$ cat config.mk
export PLATFORM = sky130hd
export DESIGN_NAME = cfg_i2c_regfile
export DESIGN_NICKNAME = d
export VERILOG_FILES = /design/src/rtl/cfg_i2c_regfile.sv
export SDC_FILE = /design/constraint.sdc
export NUM_CORES = 1
export LEC_CHECK = 0
export ABC_AREA = 1
export ABC_CLOCK_PERIOD_IN_PS = 2600
export BUFFER_PORTS_ARGS = -buffer_cell sky130_fd_sc_hd__buf_2
export CAP_MARGIN = 20
export CORE_AREA = 2 2 85 87
export CTS_BUF_LIST = sky130_fd_sc_hd__clkbuf_8
export DETAILED_ROUTE_END_ITERATION = 6
export DIE_AREA = 0 0 87 89
export PLACE_DENSITY = 0.75
export SYNTH_ARGS = -nofsm -noshare
export SYNTH_HDL_FRONTEND = slang
export SYNTH_SLANG_ARGS = --single-unit
$ cat constraint.sdc
create_clock -name clk -period 2.6 [get_ports clk]
set_clock_uncertainty 0.05 [all_clocks]
set_input_delay 0.52 -clock clk [delete_from_list [all_inputs] [get_ports clk]]
set_output_delay 0.52 -clock clk [all_outputs]
set_load 0.01 [all_outputs]
$ cat src/rtl/cfg_i2c_regfile.sv
module cfg_i2c_regfile #(
  parameter logic [6:0] ADDR_DEF  = 7'h3A,
  parameter logic [7:0] RSVD_FILL = 8'h5A
) (
  input  logic       clk,
  input  logic       rst_n,
  input  logic       scl,
  input  logic       sda_in,
  output logic       sda_oe,
  input  logic [6:0] strap_addr,
  input  logic       sig_detect,
  input  logic       pll_locked,
  output logic       edge_rise,
  output logic       clk_auto,
  output logic       vio_auto,
  output logic       vio_hi,
  output logic [3:0] spread_sel,
  output logic [7:0] eq_gain,
  output logic [7:0] gp_out,
  output logic       core_rst
);

  typedef enum logic [2:0] {S_IDLE, S_ADDR, S_ACK, S_WR, S_RD, S_MACK} st_t;

  logic [1:0] scl_q, sda_q;
  logic       scl_d, sda_d;
  always_ff @(posedge clk or negedge rst_n)
    if (!rst_n) begin
      scl_q <= 2'b11; sda_q <= 2'b11; scl_d <= 1'b1; sda_d <= 1'b1;
    end else begin
      scl_q <= {scl_q[0], scl};
      sda_q <= {sda_q[0], sda_in};
      scl_d <= scl_q[1];
      sda_d <= sda_q[1];
    end

  wire scl_s  = scl_q[1];
  wire sda_s  = sda_q[1];
  wire start_c = scl_s & scl_d & sda_d & ~sda_s;
  wire stop_c  = scl_s & scl_d & ~sda_d & sda_s;
  wire rise   = scl_s & ~scl_d;
  wire fall   = ~scl_s & scl_d;

  st_t        st;
  logic [2:0] cnt;
  logic [7:0] sh, ptr, rdata;
  logic       rw, first, ack_on, nack;
  logic [6:0] addr_r;
  logic       ovr_r;

  wire [7:0] byte_in = {sh[6:0], sda_s};
  wire [6:0] my_addr = ovr_r ? addr_r : strap_addr;
  wire       wr_en   = (st == S_WR) && rise && (cnt == 3'd7) && !first;
  wire       cfg_rst = wr_en && (ptr == 8'h01) && byte_in[1];

  always_ff @(posedge clk or negedge rst_n)
    if (!rst_n) begin
      addr_r <= ADDR_DEF; ovr_r <= 1'b0;
      clk_auto <= 1'b0; spread_sel <= 4'h0;
      vio_auto <= 1'b1; vio_hi <= 1'b0; edge_rise <= 1'b1;
      eq_gain <= 8'h00; gp_out <= 8'h00; core_rst <= 1'b0;
    end else begin
      core_rst <= wr_en && (ptr == 8'h01) && byte_in[0];
      if (cfg_rst) begin
        clk_auto <= 1'b0; spread_sel <= 4'h0;
        vio_auto <= 1'b1; vio_hi <= 1'b0; edge_rise <= 1'b1;
        eq_gain <= 8'h00; gp_out <= 8'h00;
      end else if (wr_en) begin
        case (ptr)
          8'h00: {addr_r, ovr_r} <= byte_in;
          8'h02: begin clk_auto <= byte_in[5]; spread_sel <= byte_in[3:0]; end
          8'h03: begin vio_auto <= byte_in[5]; vio_hi <= byte_in[4]; edge_rise <= byte_in[0]; end
          8'h04: eq_gain <= byte_in;
          8'h05: gp_out <= byte_in;
          default: ;
        endcase
      end
    end

  always_comb
    case (ptr)
      8'h00:   rdata = {addr_r, ovr_r};
      8'h01:   rdata = 8'h00;
      8'h02:   rdata = {2'b00, clk_auto, 1'b0, spread_sel};
      8'h03:   rdata = {2'b00, vio_auto, vio_hi, 3'b000, edge_rise};
      8'h04:   rdata = eq_gain;
      8'h05:   rdata = gp_out;
      8'h06:   rdata = {6'b0, sig_detect, pll_locked};
      default: rdata = RSVD_FILL;
    endcase

  always_ff @(posedge clk or negedge rst_n)
    if (!rst_n) begin
      st <= S_IDLE; cnt <= 3'd0; sh <= 8'h00; ptr <= 8'h00;
      rw <= 1'b0; first <= 1'b0; ack_on <= 1'b0; nack <= 1'b0;
    end else if (start_c) begin
      st <= S_ADDR; cnt <= 3'd0; ack_on <= 1'b0;
    end else if (stop_c) begin
      st <= S_IDLE; ack_on <= 1'b0;
    end else begin
      case (st)
        S_ADDR: if (rise) begin
          sh <= byte_in; cnt <= cnt + 3'd1;
          if (cnt == 3'd7) begin
            if (byte_in[7:1] == my_addr) begin
              st <= S_ACK; rw <= byte_in[0]; first <= 1'b1;
            end else st <= S_IDLE;
          end
        end
        S_ACK: if (fall) begin
          if (!ack_on) ack_on <= 1'b1;
          else begin
            ack_on <= 1'b0; cnt <= 3'd0;
            if (rw) begin st <= S_RD; sh <= rdata; end
            else st <= S_WR;
          end
        end
        S_WR: if (rise) begin
          sh <= byte_in; cnt <= cnt + 3'd1;
          if (cnt == 3'd7) begin
            st <= S_ACK;
            if (first) begin ptr <= byte_in; first <= 1'b0; end
            else ptr <= ptr + 8'd1;
          end
        end
        S_RD: if (fall) begin
          sh <= {sh[6:0], 1'b0}; cnt <= cnt + 3'd1;
          if (cnt == 3'd7) begin st <= S_MACK; ptr <= ptr + 8'd1; end
        end
        S_MACK: begin
          if (rise) nack <= sda_s;
          if (fall) begin
            if (nack) st <= S_IDLE;
            else begin st <= S_RD; sh <= rdata; cnt <= 3'd0; end
          end
        end
        default: st <= S_IDLE;
      endcase
    end

  assign sda_oe = ack_on | ((st == S_RD) & ~sh[7]);


  stop_release_chk: assert property (@(posedge clk) disable iff (!rst_n)
    stop_c |=> !sda_oe);

  drive_low_scl_chk: assert property (@(posedge clk) disable iff (!rst_n)
    $rose(sda_oe) |-> !scl_s);

  nack_end_chk: assert property (@(posedge clk) disable iff (!rst_n)
    (st == S_MACK && fall && nack) |=> !sda_oe);

  addr_keep_chk: assert property (@(posedge clk) disable iff (!rst_n)
    cfg_rst |=> $stable({addr_r, ovr_r}));

  cfg_dflt_chk: assert property (@(posedge clk) disable iff (!rst_n)
    cfg_rst |=> (edge_rise && vio_auto && !vio_hi && gp_out == 8'h00 && eq_gain == 8'h00 && spread_sel == 4'h0));

  core_pulse_chk: assert property (@(posedge clk) disable iff (!rst_n)
    core_rst |=> !core_rst);

endmodule

-- Yosys cells after proc, flatten, opt, wreduce, memory -nomap -nowiden
Index checks and enable logic that the tools add are counted.
- shift-type cells: 0
- add/sub/neg operators: 2
- divide/modulo/power cells: 0
- multipliers: 0
- order comparisons: 0
- eq/ne operators: 42
- mux-type cells: 72
- reductions and logical operators: 33
- bitwise operators: 17
- operators with widths (operator ; count):
    two-way mux 8 bit ; 18
    two-way mux 3 bit ; 21
    case mux 8 bit (7 select lines) ; 1
    inequality test 4 bit, second input constant ; 8
    case mux 8 bit (4 select lines) ; 1
    == test 8 x 3 -> 1 bit, second input constant ; 3
    inequality test 2 bit, second input constant ; 12
    two-way mux 1 bit ; 22
    == test 8 x 2 -> 1 bit, second input constant ; 2
    case mux 8 bit (2 select lines) ; 1
    AND reduction 8 bit ; 2
    inequality test 3 bit, second input constant ; 5
    case mux 3 bit (5 select lines) ; 1
    nonzero test 2 bit ; 7
    two-way mux 4 bit ; 3
    case mux 3 bit (4 select lines) ; 1
    AND reduction 10 bit ; 1
    AND reduction 2 bit ; 5
    == test 3 bit, second input constant ; 3
    AND reduction 9 bit ; 1
    adder 8 x 1 -> 8 bit, second input constant ; 1
    bitwise AND 1 bit ; 8
    == test 8 x 1 -> 1 bit, second input constant ; 1
    zero test 8 bit ; 1
    22 further kinds ; 37
- memory bits (read-only): 0
- bits in registers: 65
- bits in latches: 0
- logic and storage cells: 188
- bits in writable memories: 0
- output and inout port bits: 26
- bits of input ports: 13
- memories: 0

-- Logic depth before layout (Yosys ltp)
Gate-level depths: netlist of the first run.
- depth in word-level cells: 9
- gate-level depth with buffers: 12
- depth with buffers taken out: 11

-- Worst setup path after synthesis of the first run
No wires, ideal clock.
- path kind: register to register
- start: reg scl_q[1]
- end: reg eq_gain[6]
- clock period less this slack: 1.840 ns
- data required time: 2.422 ns
- stages on the path, launching flop included: 9
- setup slack: 0.760 ns
- arrival: 1.663 ns
- path buffers: 1
- library setup time: 0.128 ns
- path through: dfstp_2 > inv_2 > nor2_2 > nand2_1 > nor3_4 > nand3_2 > clkbuf_1 > nand3_1 > o21ai_0
- cells in the longest elaborated chain, start to end: 8
- elaborated cells between the ends (all ways): 10
- classes of those cells: 1 x mux; 1 x bitwise; 8 x reduce/logical
- ends and longest elaborated chain (element ; line ; RTL):
    start: declaration ; 25 ; logic [1:0] scl_q, sda_q;
    start signal: assignment ; 31 ; scl_q <= {scl_q[0], scl};
    bitwise AND 1 bit (*) ; 41 ; wire rise = scl_s & ~scl_d;
    logical AND 1 bit (*) (3 in a row) ; 53 ; wire wr_en = (st == S_WR) && rise && (cnt == 3'd7) && !first;
    logical AND 1 bit (2 in a row) ; 54 ; wire cfg_rst = wr_en && (ptr == 8'h01) && byte_in[1];
    nonzero test 2 bit (no source line) ; - ;
    AND reduction 2 bit (no source line) ; - ;
    end signal: assignment ; 73 ; 8'h04: eq_gain <= byte_in;
    end: declaration ; 18 ; output logic [7:0] eq_gain,
Every way passes the cells marked *; elsewhere a longest branch is shown, timed or not.
A chain may end at the register's enable or synchronous reset.

-- Worst setup path after layout of the first run
- start: reg scl_q[1]
- end: reg eq_gain[3]
Same word-level chain as after synthesis.

==> results of run 1 <==
## worst paths after layout
kind	startpoint	to	slack, ns
min in group clk	sda_in	sda_q[0]	0.21
max	scl_q[1]	eq_gain[3]	0.42
max reg2reg	scl_q[1]	eq_gain[3]	0.42
max in group asynchronous	rst_n	addr_r[4]	1.65
min	rst_n	gp_out[0]	0.15
min reg2reg	sda_q[0]	sda_q[1]	0.31
## per-stage QoR
step | area [µm²] | hold WS (ns)
global route | 4220 | 0.2008
floorplan | 3719 | 0.1744
CTS | 4220 | 0.1628
finish | 4220 | 0.1469
global placement | 4018 | 0.2955
detailed placement | 4018 | 0.3015
## registers in the layout, indices dropped and copies added (netlist names), 2 cells and up
| signal | flops |
|---|---|
| scl_q | 2 |
| gp_out | 8 |
| st | 3 |
| ptr | 8 |
| addr_r | 7 |
| spread_sel | 4 |
| eq_gain | 8 |
| sda_q | 2 |
| sh | 8 |
| cnt | 3 |
## power breakdown
group	total, mW	leakage [nW]	internal, mW	switching [mW]
registers	1.11	0.852	1.05	0.0622
clock network	0.884	0.104	0.452	0.432
logic	0.240	1.25	0.0773	0.163
## routing by layer
| layer | vias up | GRT usage [%] | part of all wire (%) |
|---|---|---|---|
| met4 | 0 | 13.64 | 2.7 |
| met3 | 22 | 3.970 | 3.9 |
| met1 | 1690 | 36.17 | 46 |
| li1 | 1804 | - | - |
| met5 | - | 0 | 0 |
| met2 | 100 | 43.30 | 48 |
## area by class of cell
cell class                      instances  area [µm²]  share of cell area, %
Inverter                               45       168.9                  4.002
Multi-Input combinational cell        408        1852                  43.88
Clock inverter                          7       78.83                  1.868
Sequential cell                        65        1642                  38.90
Tap cell                               80       100.1                  2.372
Clock buffer                            9       123.9                  2.935
Timing Repair Buffer                   45       255.2                  6.048
## cells in the final DEF (no fill, tap or decap), types with 6 or more instances in the layout
cell type  instances
dfrtp_1           53
inv_1             42
ha_1               6
nand2_1          178
o21ai_1            8
dfstp_2           12
o21ai_0           45
buf_2             38
nor2_1            65
nand3_1           69
buf_4              6
clkbuf_8           9
a21oi_1           12
## cell families after synthesis
kind of cell    synth area share (%)
compound gates                 9.993
xor+xnor                      0.4711
fa+ha+maj                      2.019
buf+inv                        6.057
flops                          44.15
simple gates                   37.32
==> flow_summary.ini, run 1 <==
[final_layout]
stdcell_count = 659
fill_cells = 635
diodes = 0
syn2layout_area_growth_pct = 13.49
fin_util_pct = 62.81
nNetsFinal = 593
drive_above_1_share_pct = 14.68

[synthesis]
synth_top_cell_area_share_pct = 35.67
synth_cells = 530
synth_seq_area_share_pct = 44.15
syn-cell-area_um2 = 3719
avgSynthCellArea_um2 = 7.016
async_flop_share_pct = 100.0
ys_ff_latch = 65
synth.most_common_cell = nand2_1
yosys.cell_types.count = 29
synthTopCellsByCount = 178 x nand2_1, 69 x nand3_1, 65 x nor2_1
synth_top_area_cell = dfrtp_1
yosys_most_used_dff = dfrtp_1
synth_area_leaders = dfrtp_1 36%, nand2_1 18%, nand3_1 9.3%
synth_nets = 549
synth_edf_count = 0
yosysWarnings = 0

[die]
core-area_um2 = 6719
fp.dieW_um = 87
die_y_um = 89
die_area_um2 = 7743
rows = 30
start_util_pct = 55.34
ios = 39

[worst_setup_path]
worst_setup_path_end_kind = flip-flop
slowest_stage = dfstp_2
crit_buf_inv = 1
arrival_ns = 2.36
critPathKind = reg2reg
cpPeakStageDelay_ns = 0.55
cp_max_fo = 16
startpoint_type = flip-flop
critPathTopFamily = simple AND/OR/NAND/NOR gates
crit_path_cell_trace = inv_2 -> nor2_2 -> nand2_1 -> nor3_4 -> nand4_2 -> nand3_1 -> o21ai_0
reg2regPathDepth = 7
cp.depth = 7
crit_required_ns = 2.78

[timing]
fin_ws_ns = 0.4190
finalSetupViolations = 0
relSlewSlack_pct = 54.25
period_minus_slack_ns = 2.181
finalSetupTns_ns = 0
hold_viol_final = 0
fin_crit_sh_pct = 83.88
rsz0062_at_grt = no
fmax_ghz = 0.4585
final_max_slew_viol_count = 0
tightestPinTransition_ns = 0.6863

[placement]
globalplace.congestion = 0.9270
port_buffers = 38
dpl.hpwl_um = 7094
place_ws_ns = 0.4241
dp.cells = 643

[grt]
grt-ovfl-total = 0
grt_max_degree = 38
grt_pass1_wl_um = 16130
grt.total_usage_pct = 27.10
grt_pass1_vias = 3382
antenna_found_initial = 0

[clock_tree]
cts_tree = built
hold_buffers = 0
clk_pin_slew_ns = 0.08
clock_sinks = 65
numCtsBuffers = 9
cts_buffer_depth = 2
post_cts_buffers = 0
clock_latency_ns = 0.36
cts_htree_levels = 3
cts_resized = 0
clockRootBuffer = clkbuf_8

[pwr]
p_per_area_nw_per_um2 = 529.4
p_total_mw = 2.234
vdd_ir_drop_max_v = 0.0004510
p_leak_nw = 2.211

[detailed_routing]
first_iter_violations = 249
wl_um = 9662
detail_route.wl_per_cell_um = 14.66
ant_nets = 0
vias_per_cell = 5.487
firstDrtPassIters = 4
drc = 0
vias = 3616

[hold_path]
hp-class = in2async

[outcome]
status = finished, final reports clean

[flow_run]
max-cap-violations = 0
No activity file was read; power rests on OpenSTA's default activity.
==> run 2, diff against run 1 <==
==> config.mk (replaced) <==
export PLATFORM = sky130hd
export DESIGN_NAME = cfg_i2c_regfile
export DESIGN_NICKNAME = d
export VERILOG_FILES = /design/src/rtl/cfg_i2c_regfile.sv
export SDC_FILE = /design/constraint.sdc
export NUM_CORES = 1
export LEC_CHECK = 0
export ABC_AREA = 1
export ABC_CLOCK_PERIOD_IN_PS = 1880
export BUFFER_PORTS_ARGS = -buffer_cell sky130_fd_sc_hd__buf_2
export CAP_MARGIN = 20
export CORE_AREA = 2 2 86 88
export CTS_BUF_LIST = sky130_fd_sc_hd__clkbuf_8
export DETAILED_ROUTE_END_ITERATION = 6
export DIE_AREA = 0 0 88 90
export PLACE_DENSITY = 0.76
export SYNTH_ARGS = -nofsm -noshare
export SYNTH_HDL_FRONTEND = slang
export SYNTH_SLANG_ARGS = --single-unit
==> constraint.sdc (replaced) <==
create_clock -name clk -period 1.88 [get_ports clk]
set_clock_uncertainty 0.05 [all_clocks]
set_input_delay 0.376 -clock clk [delete_from_list [all_inputs] [get_ports clk]]
set_output_delay 0.376 -clock clk [all_outputs]
set_load 0.01 [all_outputs]
==> run 2 against run 1 <==
Routed wire length rose by 7.5%. Flip-flop and latch count did not move. Clock-buffer cell count did not move. Sequential power rose by 38%.
==> flow_summary.ini, run 2 (synthesis results as in run 1) <==
[grt]
grt_pass1_vias = 3574
grt_pass1_wl_um = 16700
antenna_found_initial = 0
grt-ovfl-total = 0
grt.total_usage_pct = 27.01
grt_max_degree = 27

[placement]
port_buffers = 38
dpl.hpwl_um = 7411
globalplace.congestion = 0.8701
place_ws_ns = -0.08999
dp.cells = 674
postPlaceCellArea_um2 = 4156

[detailed_routing]
drc = 0
vias_per_cell = 5.455
first_iter_violations = 239
vias = 3802
detail_route.wl_per_cell_um = 14.90
ant_nets = 0
wl_um = 10380
firstDrtPassIters = 5

[final_layout]
syn2layout_area_growth_pct = 21.77
final_cell_mix = 172 x nand2_1, 68 x nand3_1, 60 x nor2_1, 51 x dfrtp_1, 44 x o21ai_0
drive_above_1_share_pct = 20.23
nNetsFinal = 612
multi_input_area_um2 = 1952
fill_cells = 649
stdcell_count = 697
ff_latch_area_um2 = 1644
diodes = 0
design_area_um2 = 4528
layout_commonest_cell = nand2_1

[clock_tree]
clockRootBuffer = clkbuf_8
clk_pin_slew_ns = 0.07
cts_tree = built
clock_sinks = 65
cts_buffer_depth = 2
cts_htree_levels = 3
numCtsBuffers = 9
clock_latency_ns = 0.35

[worst_setup_path]
r2r_slack_ns = 0.09
critPathKind = reg2reg
arrival_ns = 1.96
r2r_end = eq_gain[3]
reg2regPathDepth = 8
crit_required_ns = 2.05
worst_setup_path_end_kind = flip-flop
r2r-start = cnt[0]
cp_max_fo = 13
startpoint_type = flip-flop

[die]
die_y_um = 90
core-area_um2 = 7020
start_util_pct = 52.97
rows = 31
ios = 39
die_area_um2 = 7920
fp.dieW_um = 88

[timing]
rsz0062_at_grt = yes
fmax_ghz = 0.5572
relSlewSlack_pct = 60.25
fin_crit_sh_pct = 95.46
hold-worst-slack_ns = 0.07660
hold_viol_final = 0
fin_ws_ns = 0.08539
tightestPinTransition_ns = 0.5962
period_minus_slack_ns = 1.795
finalSetupViolations = 0
final_max_slew_viol_count = 0

[outcome]
status = finished, final reports clean

[pwr]
p_total_mw = 3.183
p_leak_nw = 2.337
p_per_area_nw_per_um2 = 702.9
vdd_ir_drop_max_v = 0.0006009

[flow_run]
max-cap-violations = 0

[hold_path]
hold_start = sda_in
min_path_cells = 1
worstHoldEndpoint = sda_q[0]
hp-class = in2reg
[run 2: cell count changes in the layout (fill, tap and decap cells not counted), moves of 3 or more]
cell	previous run	this run
nor2_1	65	60
buf_4	6	18
clkinv_4	3	0
buf_6	0	3
inv_2	3	6
nand2_1	178	172
nor2_2	3	6
nand2_2	1	6
[run 2: area by class of cell]
cell class / instances / share of cell area (%)
Clock buffer: 9 / 2.736
Clock inverter: 7 / 1.907
Inverter: 45 / 3.730
Multi-Input combinational cell: 409 / 43.11
Sequential cell: 65 / 36.31
Tap cell: 99 / 2.736
Timing Repair Buffer: 63 / 9.478
[run 2: worst max path at each step]
stage,start,to,slack [ns],cells after the start
3_3_place_gp,cnt[0],gp_out[0],-0.005,8
5_1_grt,ptr[3],sh[2],-0.06,7
6_report,cnt[0],eq_gain[3],0.09,8
4_1_cts,cnt[0],clk_auto,-0.04,8
2_1_floorplan,scl_q[1],eq_gain[6],0.04,8
3_5_place_dp,cnt[0],gp_out[4],-0.09,8
[run 2: metrics by stage]
stage	utilization (%)	TNS, ns
finish	64.50	0
global route	64.50	-0.1630
CTS	62.66	-0.1447
detailed placement	59.21	-0.6522
global placement	59.21	-0.01992
floorplan	-	0
[run 2: metal layers]
metal | vias up | wire length (µm) | global-route usage [%]
li1 | 1840 | - | -
met1 | 1792 | 4325 | 34.96
met2 | 146 | 5046 | 42.99
met3 | 24 | 738 | 6.428
met4 | 0 | 274 | 11.15
met5 | - | 0 | 0
[run 2: timing repair]
action / CTS / global route
endpoints found under the hold margin: 17 / 0
pin swaps: 0 / 3
buffers inserted: 0 / 5
endpoints found under the setup margin: 27 / 41
hold buffers: 1 / 0
gates resized for setup: 5 / 26
gates cloned: 0 / 1
[run 2: report_power, final]
group          switching, mW  internal [mW]  total (mW)
logic                  0.237          0.121       0.358
registers             0.0818           1.45        1.53
clock network          0.558          0.735        1.29
[run 2: worst max-delay path, stage by stage, from the launching register on]
cell	delay (ns)
dfrtp_1	0.37
ha_1	0.16
ha_1	0.17
nand2_1	0.13
nor3_4	0.18
nand3_2	0.17
buf_6	0.20
nand2_1	0.12
o21ai_0	0.10
